--- config.mk ---
export PLATFORM = sky130hd
export DESIGN_NAME = lpm_seq_top
export DESIGN_NICKNAME = d
export VERILOG_FILES = /design/src/rtl/lpm_pkg.sv /design/src/rtl/lpm_wake_sel.sv /design/src/rtl/lpm_stab_timer.sv /design/src/rtl/lpm_ctrl.sv /design/src/rtl/lpm_seq_top.sv
export SDC_FILE = /design/constraint.sdc
export NUM_CORES = 1
export LEC_CHECK = 0
export BUFFER_PORTS_ARGS = -buffer_cell sky130_fd_sc_hd__buf_2
export CELL_PAD_IN_SITES_DETAIL_PLACEMENT = 1
export CELL_PAD_IN_SITES_GLOBAL_PLACEMENT = 1
export CORE_MARGIN = 2
export CORE_UTILIZATION = 36
export DETAILED_ROUTE_END_ITERATION = 10
export GPL_ROUTABILITY_DRIVEN = 0
export MAX_ROUTING_LAYER = met4
export PLACE_DENSITY_LB_ADDON = 0.1
export SYNTH_ARGS = -nofsm -noshare
export SYNTH_HDL_FRONTEND = slang
export SYNTH_SLANG_ARGS = --single-unit
export TNS_END_PERCENT = 50
--- constraint.sdc ---
create_clock -name clk_i -period 2 [get_ports clk_i]
set_input_delay 0.6 -clock clk_i [delete_from_list [all_inputs] [get_ports clk_i]]
set_output_delay 0.6 -clock clk_i [all_outputs]
set_load 0.01 [all_outputs]
--- src/rtl/lpm_pkg.sv ---
package lpm_pkg;
    typedef enum logic [1:0] {
        ST_RUN  = 2'd0,
        ST_WAIT = 2'd1,
        ST_HALT = 2'd2,
        ST_STAB = 2'd3
    } lpm_state_e;

    localparam logic CAUSE_IRQ = 1'b0;
    localparam logic CAUSE_RST = 1'b1;
endpackage

--- src/rtl/lpm_wake_sel.sv ---
module lpm_wake_sel
    import lpm_pkg::*;
#(
    parameter int N_IRQ = 8
) (
    input  lpm_state_e       state_i,
    input  logic [N_IRQ-1:0] irq_i,
    input  logic [N_IRQ-1:0] mask_i,
    output logic [N_IRQ-1:0] vec_o,
    output logic             any_o
);
    logic in_wait;
    logic in_halt;
    logic in_stab;

    assign in_wait = (state_i == ST_WAIT);
    assign in_halt = (state_i == ST_HALT);
    assign in_stab = (state_i == ST_STAB);

    // per-line qualification: any line in light sleep or stabilisation,
    // only mask-enabled lines in deep sleep
    for (genvar g = 0; g < N_IRQ; g++) begin : g_line
        assign vec_o[g] = irq_i[g] & (in_wait | in_stab | (in_halt & mask_i[g]));
    end

    assign any_o = (|vec_o) & (in_wait | in_halt);
endmodule

--- src/rtl/lpm_stab_timer.sv ---
module lpm_stab_timer #(
    parameter int unsigned SHORT_CYC = 256,
    parameter int unsigned LONG_CYC  = 4096
) (
    input  logic clk_i,
    input  logic rst_ni,
    input  logic start_i,
    input  logic run_i,
    input  logic long_i,
    output logic expire_o
);
    localparam int unsigned MAX_CYC = (LONG_CYC > SHORT_CYC) ? LONG_CYC : SHORT_CYC;
    localparam int          CW      = (MAX_CYC > 2) ? $clog2(MAX_CYC) : 1;

    logic [CW-1:0] cnt_d, cnt_q;
    logic [CW-1:0] last_cnt;

    assign last_cnt = long_i ? CW'(LONG_CYC - 1) : CW'(SHORT_CYC - 1);

    always_comb begin
        cnt_d = cnt_q;
        if (start_i) begin
            cnt_d = '0;
        end else if (run_i && (cnt_q < last_cnt)) begin
            cnt_d = cnt_q + 1'b1;
        end
    end

    always_ff @(posedge clk_i or negedge rst_ni) begin
        if (!rst_ni) begin
            cnt_q <= '0;
        end else begin
            cnt_q <= cnt_d;
        end
    end

    assign expire_o = run_i && (cnt_q >= last_cnt);

    // a restart always begins the count from zero
    a_r8_restart_zero: assert property (@(posedge clk_i) disable iff (!rst_ni)
        start_i |=> (cnt_q == '0));

    // while running and not restarted, the count advances by one each cycle
    a_r6_count_step: assert property (@(posedge clk_i) disable iff (!rst_ni)
        (run_i && !start_i && !expire_o) |=> (cnt_q == $past(cnt_q) + 1'b1));
endmodule

--- src/rtl/lpm_ctrl.sv ---
module lpm_ctrl
    import lpm_pkg::*;
#(
    parameter int N_IRQ = 8
) (
    input  logic             clk_i,
    input  logic             rst_ni,
    input  logic             wfi_i,
    input  logic             halt_i,
    input  logic             auto_wake_en_i,
    input  logic             act_halt_en_i,
    input  logic             rst_req_i,
    input  logic             wake_any_i,
    input  logic [N_IRQ-1:0] wake_vec_i,
    input  logic             expire_i,
    output lpm_state_e       state_o,
    output logic             tmr_start_o,
    output logic             cause_o,
    output logic [N_IRQ-1:0] pend_o,
    output logic             mclr_o,
    output logic             done_o
);
    typedef struct packed {
        lpm_state_e       st;
        logic             cause;
        logic [N_IRQ-1:0] pend;
        logic             mclr;
        logic             done;
    } ctrl_t;

    ctrl_t ctl_d, ctl_q;
    logic  start_d;
    logic  halt_ok;

    assign halt_ok = !auto_wake_en_i && !act_halt_en_i;

    always_comb begin
        ctl_d      = ctl_q;
        ctl_d.mclr = 1'b0;
        ctl_d.done = 1'b0;
        start_d    = 1'b0;
        unique case (ctl_q.st)
            ST_RUN: begin
                if (rst_req_i) begin
                    ctl_d.st    = ST_STAB;
                    ctl_d.cause = CAUSE_RST;
                    ctl_d.pend  = '0;
                    start_d     = 1'b1;
                end else if (halt_i) begin
                    if (halt_ok) begin
                        ctl_d.st   = ST_HALT;
                        ctl_d.mclr = 1'b1;
                    end
                end else if (wfi_i) begin
                    ctl_d.st   = ST_WAIT;
                    ctl_d.mclr = 1'b1;
                end
            end
            ST_WAIT, ST_HALT: begin
                if (rst_req_i) begin
                    ctl_d.st    = ST_STAB;
                    ctl_d.cause = CAUSE_RST;
                    ctl_d.pend  = '0;
                    start_d     = 1'b1;
                end else if (wake_any_i) begin
                    ctl_d.st    = ST_STAB;
                    ctl_d.cause = CAUSE_IRQ;
                    ctl_d.pend  = wake_vec_i;
                    start_d     = 1'b1;
                end
            end
            ST_STAB: begin
                if (rst_req_i) begin
                    ctl_d.cause = CAUSE_RST;
                    ctl_d.pend  = '0;
                    start_d     = 1'b1;
                end else begin
                    if (ctl_q.cause == CAUSE_IRQ) begin
                        ctl_d.pend = ctl_q.pend | wake_vec_i;
                    end
                    if (expire_i) begin
                        ctl_d.st   = ST_RUN;
                        ctl_d.done = 1'b1;
                    end
                end
            end
            default: ctl_d.st = ST_RUN;
        endcase
    end

    always_ff @(posedge clk_i or negedge rst_ni) begin
        if (!rst_ni) begin
            ctl_q <= '{st: ST_RUN, cause: CAUSE_IRQ, pend: '0, mclr: 1'b0, done: 1'b0};
        end else begin
            ctl_q <= ctl_d;
        end
    end

    assign state_o     = ctl_q.st;
    assign tmr_start_o = start_d;
    assign cause_o     = ctl_q.cause;
    assign pend_o      = ctl_q.pend;
    assign mclr_o      = ctl_q.mclr;
    assign done_o      = ctl_q.done;

    // a sleep state is held unless a reset request or a qualified wake arrives
    a_r10_hold_sleep: assert property (@(posedge clk_i) disable iff (!rst_ni)
        ((ctl_q.st == ST_WAIT || ctl_q.st == ST_HALT) && !rst_req_i && !wake_any_i)
        |=> (ctl_q.st == $past(ctl_q.st)));

    // a blocked deep-sleep strobe leaves the block in normal execution
    a_r4_halt_blocked: assert property (@(posedge clk_i) disable iff (!rst_ni)
        (ctl_q.st == ST_RUN && halt_i && !halt_ok && !rst_req_i) |=> (ctl_q.st == ST_RUN));

    // a reset request always leads to stabilisation with the reset cause
    a_r8_rst_wins: assert property (@(posedge clk_i) disable iff (!rst_ni)
        rst_req_i |=> (ctl_q.st == ST_STAB && ctl_q.cause == CAUSE_RST && ctl_q.pend == '0));
endmodule

--- src/rtl/lpm_seq_top.sv ---
module lpm_seq_top
    import lpm_pkg::*;
#(
    parameter int          N_IRQ     = 8,
    parameter int unsigned SHORT_CYC = 256,
    parameter int unsigned LONG_CYC  = 4096
) (
    input  logic             clk_i,
    input  logic             rst_ni,
    input  logic             wfi_i,
    input  logic             halt_i,
    input  logic             auto_wake_en_i,
    input  logic             act_halt_en_i,
    input  logic             long_dly_i,
    input  logic             rst_req_i,
    input  logic [N_IRQ-1:0] irq_i,
    input  logic [N_IRQ-1:0] wake_mask_i,
    output logic             osc_en_o,
    output logic             cpu_clk_en_o,
    output logic             periph_clk_en_o,
    output logic             imask_clr_o,
    output logic             done_o,
    output logic             rst_vec_sel_o,
    output logic [N_IRQ-1:0] wake_irq_o
);
    lpm_state_e       state;
    logic [N_IRQ-1:0] wake_vec;
    logic             wake_any;
    logic             tmr_start;
    logic             tmr_expire;

    lpm_wake_sel #(.N_IRQ(N_IRQ)) u_wake (
        .state_i (state),
        .irq_i   (irq_i),
        .mask_i  (wake_mask_i),
        .vec_o   (wake_vec),
        .any_o   (wake_any)
    );

    lpm_stab_timer #(.SHORT_CYC(SHORT_CYC), .LONG_CYC(LONG_CYC)) u_timer (
        .clk_i    (clk_i),
        .rst_ni   (rst_ni),
        .start_i  (tmr_start),
        .run_i    (state == ST_STAB),
        .long_i   (long_dly_i),
        .expire_o (tmr_expire)
    );

    lpm_ctrl #(.N_IRQ(N_IRQ)) u_ctrl (
        .clk_i          (clk_i),
        .rst_ni         (rst_ni),
        .wfi_i          (wfi_i),
        .halt_i         (halt_i),
        .auto_wake_en_i (auto_wake_en_i),
        .act_halt_en_i  (act_halt_en_i),
        .rst_req_i      (rst_req_i),
        .wake_any_i     (wake_any),
        .wake_vec_i     (wake_vec),
        .expire_i       (tmr_expire),
        .state_o        (state),
        .tmr_start_o    (tmr_start),
        .cause_o        (rst_vec_sel_o),
        .pend_o         (wake_irq_o),
        .mclr_o         (imask_clr_o),
        .done_o         (done_o)
    );

    assign osc_en_o        = (state != ST_HALT);
    assign cpu_clk_en_o    = (state == ST_RUN) || (state == ST_STAB);
    assign periph_clk_en_o = (state == ST_RUN) || (state == ST_WAIT);

    // a light-sleep strobe alone in normal execution gates only the CPU clock
    a_r2_wait_entry: assert property (@(posedge clk_i) disable iff (!rst_ni)
        (osc_en_o && cpu_clk_en_o && periph_clk_en_o && wfi_i && !halt_i && !rst_req_i)
        |=> (!cpu_clk_en_o && osc_en_o && periph_clk_en_o && imask_clr_o));

    // the completion pulse never lasts two cycles
    a_r7_done_single: assert property (@(posedge clk_i) disable iff (!rst_ni)
        done_o |=> !done_o);

    // the peripheral clock comes back only together with the completion pulse
    a_r6_periph_resume: assert property (@(posedge clk_i) disable iff (!rst_ni)
        $rose(periph_clk_en_o) |-> done_o);

    // the mask-clear request appears only on entry to a sleep state
    a_r3_mclr_on_entry: assert property (@(posedge clk_i) disable iff (!rst_ni)
        imask_clr_o |-> (!cpu_clk_en_o && !done_o));
endmodule

* Word-level counts from Yosys, hierarchy flattened
Index checks and enable logic that the tools add are counted.
** Cells by class
- Mux-type cells :: 28
- Bitwise operators :: 28
- $add $sub $neg :: 1
- $lt $le $gt $ge :: 2
- Reduce and logical (&&, ||, !) cells :: 15
- Equality and inequality tests :: 12
** Operators with widths (count)
- 12-bit two-way mux :: 3
- 11-bit one-hot mux with 3 select lines :: 1
- 11-bit two-way mux :: 2
- 1-bit bitwise AND :: 17
- 8-bit two-way mux :: 2
- 12-bit by 1-bit adder with 12-bit output (second input constant) :: 1
- 12-bit greater-or-equal comparator :: 1
- 12-bit less-than comparator :: 1
- 1-bit two-way mux :: 12
- 2-bit two-way mux :: 6
- 2-bit inequality test (second input constant) :: 5
- 1-bit OR :: 10
- 9-bit two-way mux :: 1
- 8-bit OR :: 1
- 8-bit OR reduction :: 1
- 3-bit AND reduction :: 2
- 5-bit AND reduction :: 1
- 2-bit equality test (second input constant) :: 2
- 4-bit by 3-bit inequality test with 1-bit output (second input constant) :: 1
- 4-bit inequality test (second input constant) :: 1
- 2-bit OR reduction :: 2
- 1-bit logical AND :: 3
- 3-bit by 2-bit inequality test with 1-bit output (second input constant) :: 1
- 3-bit inequality test (second input constant) :: 1
- 6 further kinds :: 8
** Storage, ports and cells
- Output and inout port bits :: 14
- Input bits :: 24
- Logic and storage cells :: 92
- Register bits after elaboration :: 25

* Depth between registers and ports, before layout
- Depth in word-level cells :: 10
- Gate-level depth with buffers :: 9
- Mapped depth without buffers :: 7

* Modules after synthesis
A second synthesis with hierarchy kept.
** Unflattened totals
- Cells, all modules :: 182
- Area total of the unflattened synthesis :: 1707.9 µm²
** By module, submodules not included
- lpm_stab_timer :: cells an instance 86, seq. area each 300.3 µm², instances 1, area an instance 799.5 µm²
- lpm_ctrl :: cells an instance 53, seq. area each 325.3 µm², instances 1, area an instance 608.1 µm²
- lpm_wake_sel :: cells an instance 34, seq. area each 0.0 µm², instances 1, area an instance 229.0 µm²
- lpm_seq_top :: cells an instance 9, seq. area each 0.0 µm², instances 1, area an instance 71.3 µm²

* Worst setup path after synthesis
OpenSTA, ideal clock, no wires.
- Kind :: input to register
- Start :: in long_dly_i
- End :: reg u_ctrl.ctl_q, in the netlist u_ctrl.state_o[0]
- Slack :: -208 ps
- Arrival :: 2078 ps
- Library setup time :: 129 ps
- Required time :: 1871 ps
- Stages :: 8
- Buffers on the path :: 1
- Cell sequence :: inv_1 > ha_1 > nand2_1 > or4_4 > buf_6 > nand3_4 > o2111ai_2 > mux2i_1
** Between the ends
- Word-level cells in the longest chain between the ends :: 5
** Ends and longest elaborated chain
- start, declared :: RTL line lpm_seq_top.sv:14 : input logic long_dly_i,
- 12-bit two-way mux :: RTL line lpm_stab_timer.sv:18 : assign last_cnt = long_i ? CW'(LONG_CYC - 1) : CW'(SHORT_CYC - 1);
- 12-bit greater-or-equal comparator :: RTL line lpm_stab_timer.sv:37 : assign expire_o = run_i && (cnt_q >= last_cnt);
- 1-bit logical AND :: RTL line lpm_stab_timer.sv:37
- 2-bit inequality test (no line)
- 5-bit AND reduction (no line)
- end signal, assigned :: RTL line lpm_ctrl.sv:93 : ctl_q <= '{st: ST_RUN, cause: CAUSE_IRQ, pend: '0, mclr: 1'b0, done: 1'b0};
- end signal, assigned :: RTL line lpm_ctrl.sv:95 : ctl_q <= ctl_d;
- end, declared :: RTL line lpm_ctrl.sv:31 : ctrl_t ctl_d, ctl_q;
No other way between the ends.
A chain may end at the register's enable or synchronous reset.

* Final worst setup path
- Start :: reg u_ctrl.ctl_q, in the netlist u_ctrl.state_o[1]
- End :: reg u_ctrl.ctl_q, in the netlist u_ctrl.state_o[0]
** Between the ends
- Word-level cells in the longest chain between the ends :: 8
- Elaborated cells between the ends (all ways) :: 41
- Classes of those cells :: eq/ne: 8; mux: 1; bitwise: 27; reduce/logical: 5
** Ends and longest elaborated chain
- 2-bit by 1-bit equality test with 1-bit output, or another cell as far along :: RTL line lpm_wake_sel.sv:16, lpm_ctrl.sv:42
- 1-bit OR / 1-bit bitwise AND (equally long branches) :: RTL line lpm_wake_sel.sv:23 : assign vec_o[g] = irq_i[g] & (in_wait | in_stab | (in_halt & mask_i[g]));
- 1-bit OR :: RTL line lpm_wake_sel.sv:23
- 1-bit bitwise AND :: RTL line lpm_wake_sel.sv:23
- 8-bit OR reduction :: RTL line lpm_wake_sel.sv:26 : assign any_o = (|vec_o) & (in_wait | in_halt);
- 1-bit bitwise AND :: RTL line lpm_wake_sel.sv:26
- 3-bit by 2-bit inequality test with 1-bit output (no line)
- 5-bit AND reduction (no line)
Parallel ways exist; a longest one is shown, timed or not.

==> impl_results.md <==
* Reg2Reg Launch Point: u_ctrl.state_o[1]$_DFFE_PN0P_
* Via/cell ratio at 5.452
* Residual DRC count at 0
* Mapped Area at 0.001580 mm2
* # placed instances at 264
* Antenna Cells at 0
* CP startpoint kind: flop
* Cell variety after synth at 42
* Post-synth EDFFs at 0
* Total GRT Usage at 21.14%
* Power density cells at 1373 mW/mm2
* Top FF cell, synth: dfrtp_1
* Minimum clock period at 2.173 ns
* Failing checks: negative setup slack
* Clock transition at path regs at 0.09 ns
* Hold/Removal Path Class: in -> async
* Largest cells by area after synthesis: dfrtp_1 40%, ha_1 7.1%, a211o_1 4.4%, nor2_1 4.3%, nand2_1 3.6%
* Final setup viols at 25
* CP max FO at 6
* Max cap viols at 0
* CP Cell Sequence: buf_6 > ha_4 > a211o_1 > a222oi_1 > nand4_4 > o2111ai_4 > mux2i_1
* Clock power share at 10.7%
* Critical path class: reg -> reg
* Slew Limit Fails at 0
* Switching portion of total power at 42.50%
* Worst endpoint required time at 2.19 ns
* Largest net degree at the start of global routing at 26
* Total CTS buffers at 3
* Comb power frac at 64.9%
* Max Clock Freq at 0.4602 GHz
* Root Driver: clkbuf_8
* TritonCTS clock tree: done
* CP Capture Type: flop
* Int Pwr at 1.651 mW
* WL/cell at 17.63 um
* Flop pwr share at 24.4%
* Pre-antenna DRT Iters at 4
* FP Rows at 24
* Core Box Area at 0.004294 mm2
* Syn nets at 195
* First DRT Iteration DRCs at 73
* Global-route wire length before repair at 7997 um
* Post-Syn Area per Cell at 9.755 um2
* Clk_skew at 0.005602 ns
* Clock Latency Late Sink at 0.27 ns
* Hold Vio Cnt, Final at 0
* I/O pins at 38
* Worst Tran Pin Value at 0.6009 ns
* Area leader, netlist: dfrtp_1
* Seq/Total Area, Yosys at 39.59%
* Syn Inst Count at 162
* Initial antenna violation count at 0
* Overall Power at 2.871 mW
* Crit share post-route at 108.7%
* Die W at 70.26 um
* #FFs+latches synth at 25
* CP startpoint: u_ctrl.state_o[1]$_DFFE_PN0P_
* Final WL at 4761 um
* H-tree lvl count at 1
* Grt ovf at 0
* Die area at 0.004936 mm2
* Worst stage delay on the critical path at 0.51 ns
* Worst EP arrival at 2.36 ns
* Dpl hpwl at 3627 um
* Slowest-stage cell, CP: a222oi_1
* Die height at 70.26 um
* YS warnings at 0
* Worst setup margin at -0.1732 ns
* Ratio of cells with drive above 1 in the final layout at 37.61%
* Post-DRT Antenna Nets at 0
* Leakage at 1.019 nW
* # hold bufs at CTS at 0
* Fin nets at 252
* Port bufs at 37
* Status: finished, violations left
* Vias in the first global route at 1,687
* Slew HR at 59.94%
* Fin cells at 270
* Area grow syn2layout at 32.30%
* Synth top area share at 39.59%
* CTS Sinks at 25
* CTS Buffer Depth at 2
* Initial Util at 36.80%
* Post-synthesis async set-or-reset flop share at 100.0%
* NetSw at 1.220 mW
* Unrepaired setup endpoints after global routing: yes
* Routed via count at 1,472
* VDD IR max at 0.5107 mV
power groups by stage:
stage	clock [mW]	combinational (mW)	sequential, mW
global route	0.341	2.03	0.714
CTS	0.318	1.80	0.698
global placement	0	1.57	0.695
finish	0.306	1.86	0.701
floorplan	0	0.916	0.732
detailed placement	0	1.61	0.705
registers in the layout (all words and copies together) (netlist names):
name,cells
u_ctrl.state_o,2
u_ctrl.done_o,1
u_ctrl.cause_o,1
u_timer.cnt_q,12
u_ctrl.pend_o,8
u_ctrl.mclr_o,1
logic make-up after synthesis:
group | synth area share, %
DFF | 39.59
adders and majority gates | 7.126
buffers and inverters | 5.147
and+or+nand+nor | 20.67
xor gates and xnor gates | 6.096
muxes | 1.900
AOI/OAI and AO/OA | 19.48
area by class of cell:
| cell class | count | area [um2] |
|---|---|---|
| Clock buffer | 4 | 45.04 |
| Multi-Input combinational cell | 121 | 957.2 |
| Fill cell | 503 | 2203 |
| Timing Repair Buffer | 58 | 360.3 |
| Tap cell | 52 | 65.06 |
| Sequential cell | 25 | 625.6 |
| Inverter | 10 | 37.54 |
layout by cell type (no fill, tap or decap), types with 4 or more instances in the layout:
master      n
buf_2      36
dfrtp_1    25
buf_4      18
nor2_1     15
nand2_1    14
inv_1       8
a211o_1     8
nand4_1     7
a21oi_1     6
o2bb2ai_1   6
xnor2_1     6
xor2_1      5
ha_1        5
buf_6       4
per-layer routing:
metal | track usage [%] | vias to the layer above | share of wire, %
met2 | 40.78 | 29 | 56
met3 | 2.597 | 4 | 2.9
met4 | 4.701 | 0 | 0.71
li1 | - | 709 | -
met5 | - | - | 0
met1 | 22.79 | 730 | 40
timing repair:
item                       in CTS  in global routing
setup endpoints to repair      25                 25
pin swaps                      15                  3
buffers inserted                1                  0
resized for setup              13                  5
gates cloned                    1                  0
final timing paths:
check	to	slack, ns	cells after the start
min in group clk_i	u_ctrl.pend_o[6]$_DFFE_PN0P_	0.49	1
max in group asynchronous	u_ctrl.pend_o[3]$_DFFE_PN0P_	1.28	1
max reg2reg	u_ctrl.state_o[0]$_DFFE_PN0P_	-0.17	7
min reg2reg	u_ctrl.pend_o[6]$_DFFE_PN0P_	0.49	1
max	u_ctrl.state_o[0]$_DFFE_PN0P_	-0.17	7
min	u_ctrl.pend_o[6]$_DFFE_PN0P_	0.33	1
synthesized netlist by cell type, types with 2 or more instances:
| library cell | instances |
|---|---|
| a211o_1 | 8 |
| a21oi_1 | 6 |
| a22oi_1 | 2 |
| buf_2 | 2 |
| buf_6 | 2 |
| clkbuf_1 | 3 |
| dfrtp_1 | 25 |
| ha_1 | 9 |
| inv_1 | 10 |
| mux2i_1 | 3 |
| nand2_1 | 15 |
| nand3_1 | 3 |
| nand4_1 | 7 |
| nor2_1 | 18 |
| nor3_1 | 2 |
| nor4_1 | 3 |
| o211ai_1 | 2 |
| o22a_1 | 2 |
| o22ai_1 | 3 |
| o2bb2ai_1 | 6 |
| xnor2_1 | 6 |
| xor2_1 | 5 |
metrics by stage:
step	worst slack (ns)	hold slack (ns)	area, um2	utilization, %	setup TNS, ns
finish	-0.1732	0.3256	2091	48.69	-3.384
global route	-0.2812	0.3547	2091	48.69	-5.893
CTS	-0.1788	0.3414	2073	48.28	-2.894
detailed placement	-0.3017	0.4723	1951	45.43	-6.005
global placement	-0.2416	0.4690	1951	45.43	-3.778
floorplan	-0.1837	0.3044	1594	-	-1.345
worst max-delay path, delay by kind of cell (launching register included):
| kind | cells | cell delay, ns |
|---|---|---|
| compound gates | 3 | 0.92 |
| fa+ha+maj | 1 | 0.17 |
| buf+inv | 1 | 0.13 |
| flops | 1 | 0.42 |
| mux | 1 | 0.22 |
| simple gates | 1 | 0.24 |
Note: power is estimated with default switching activity, not from simulation.
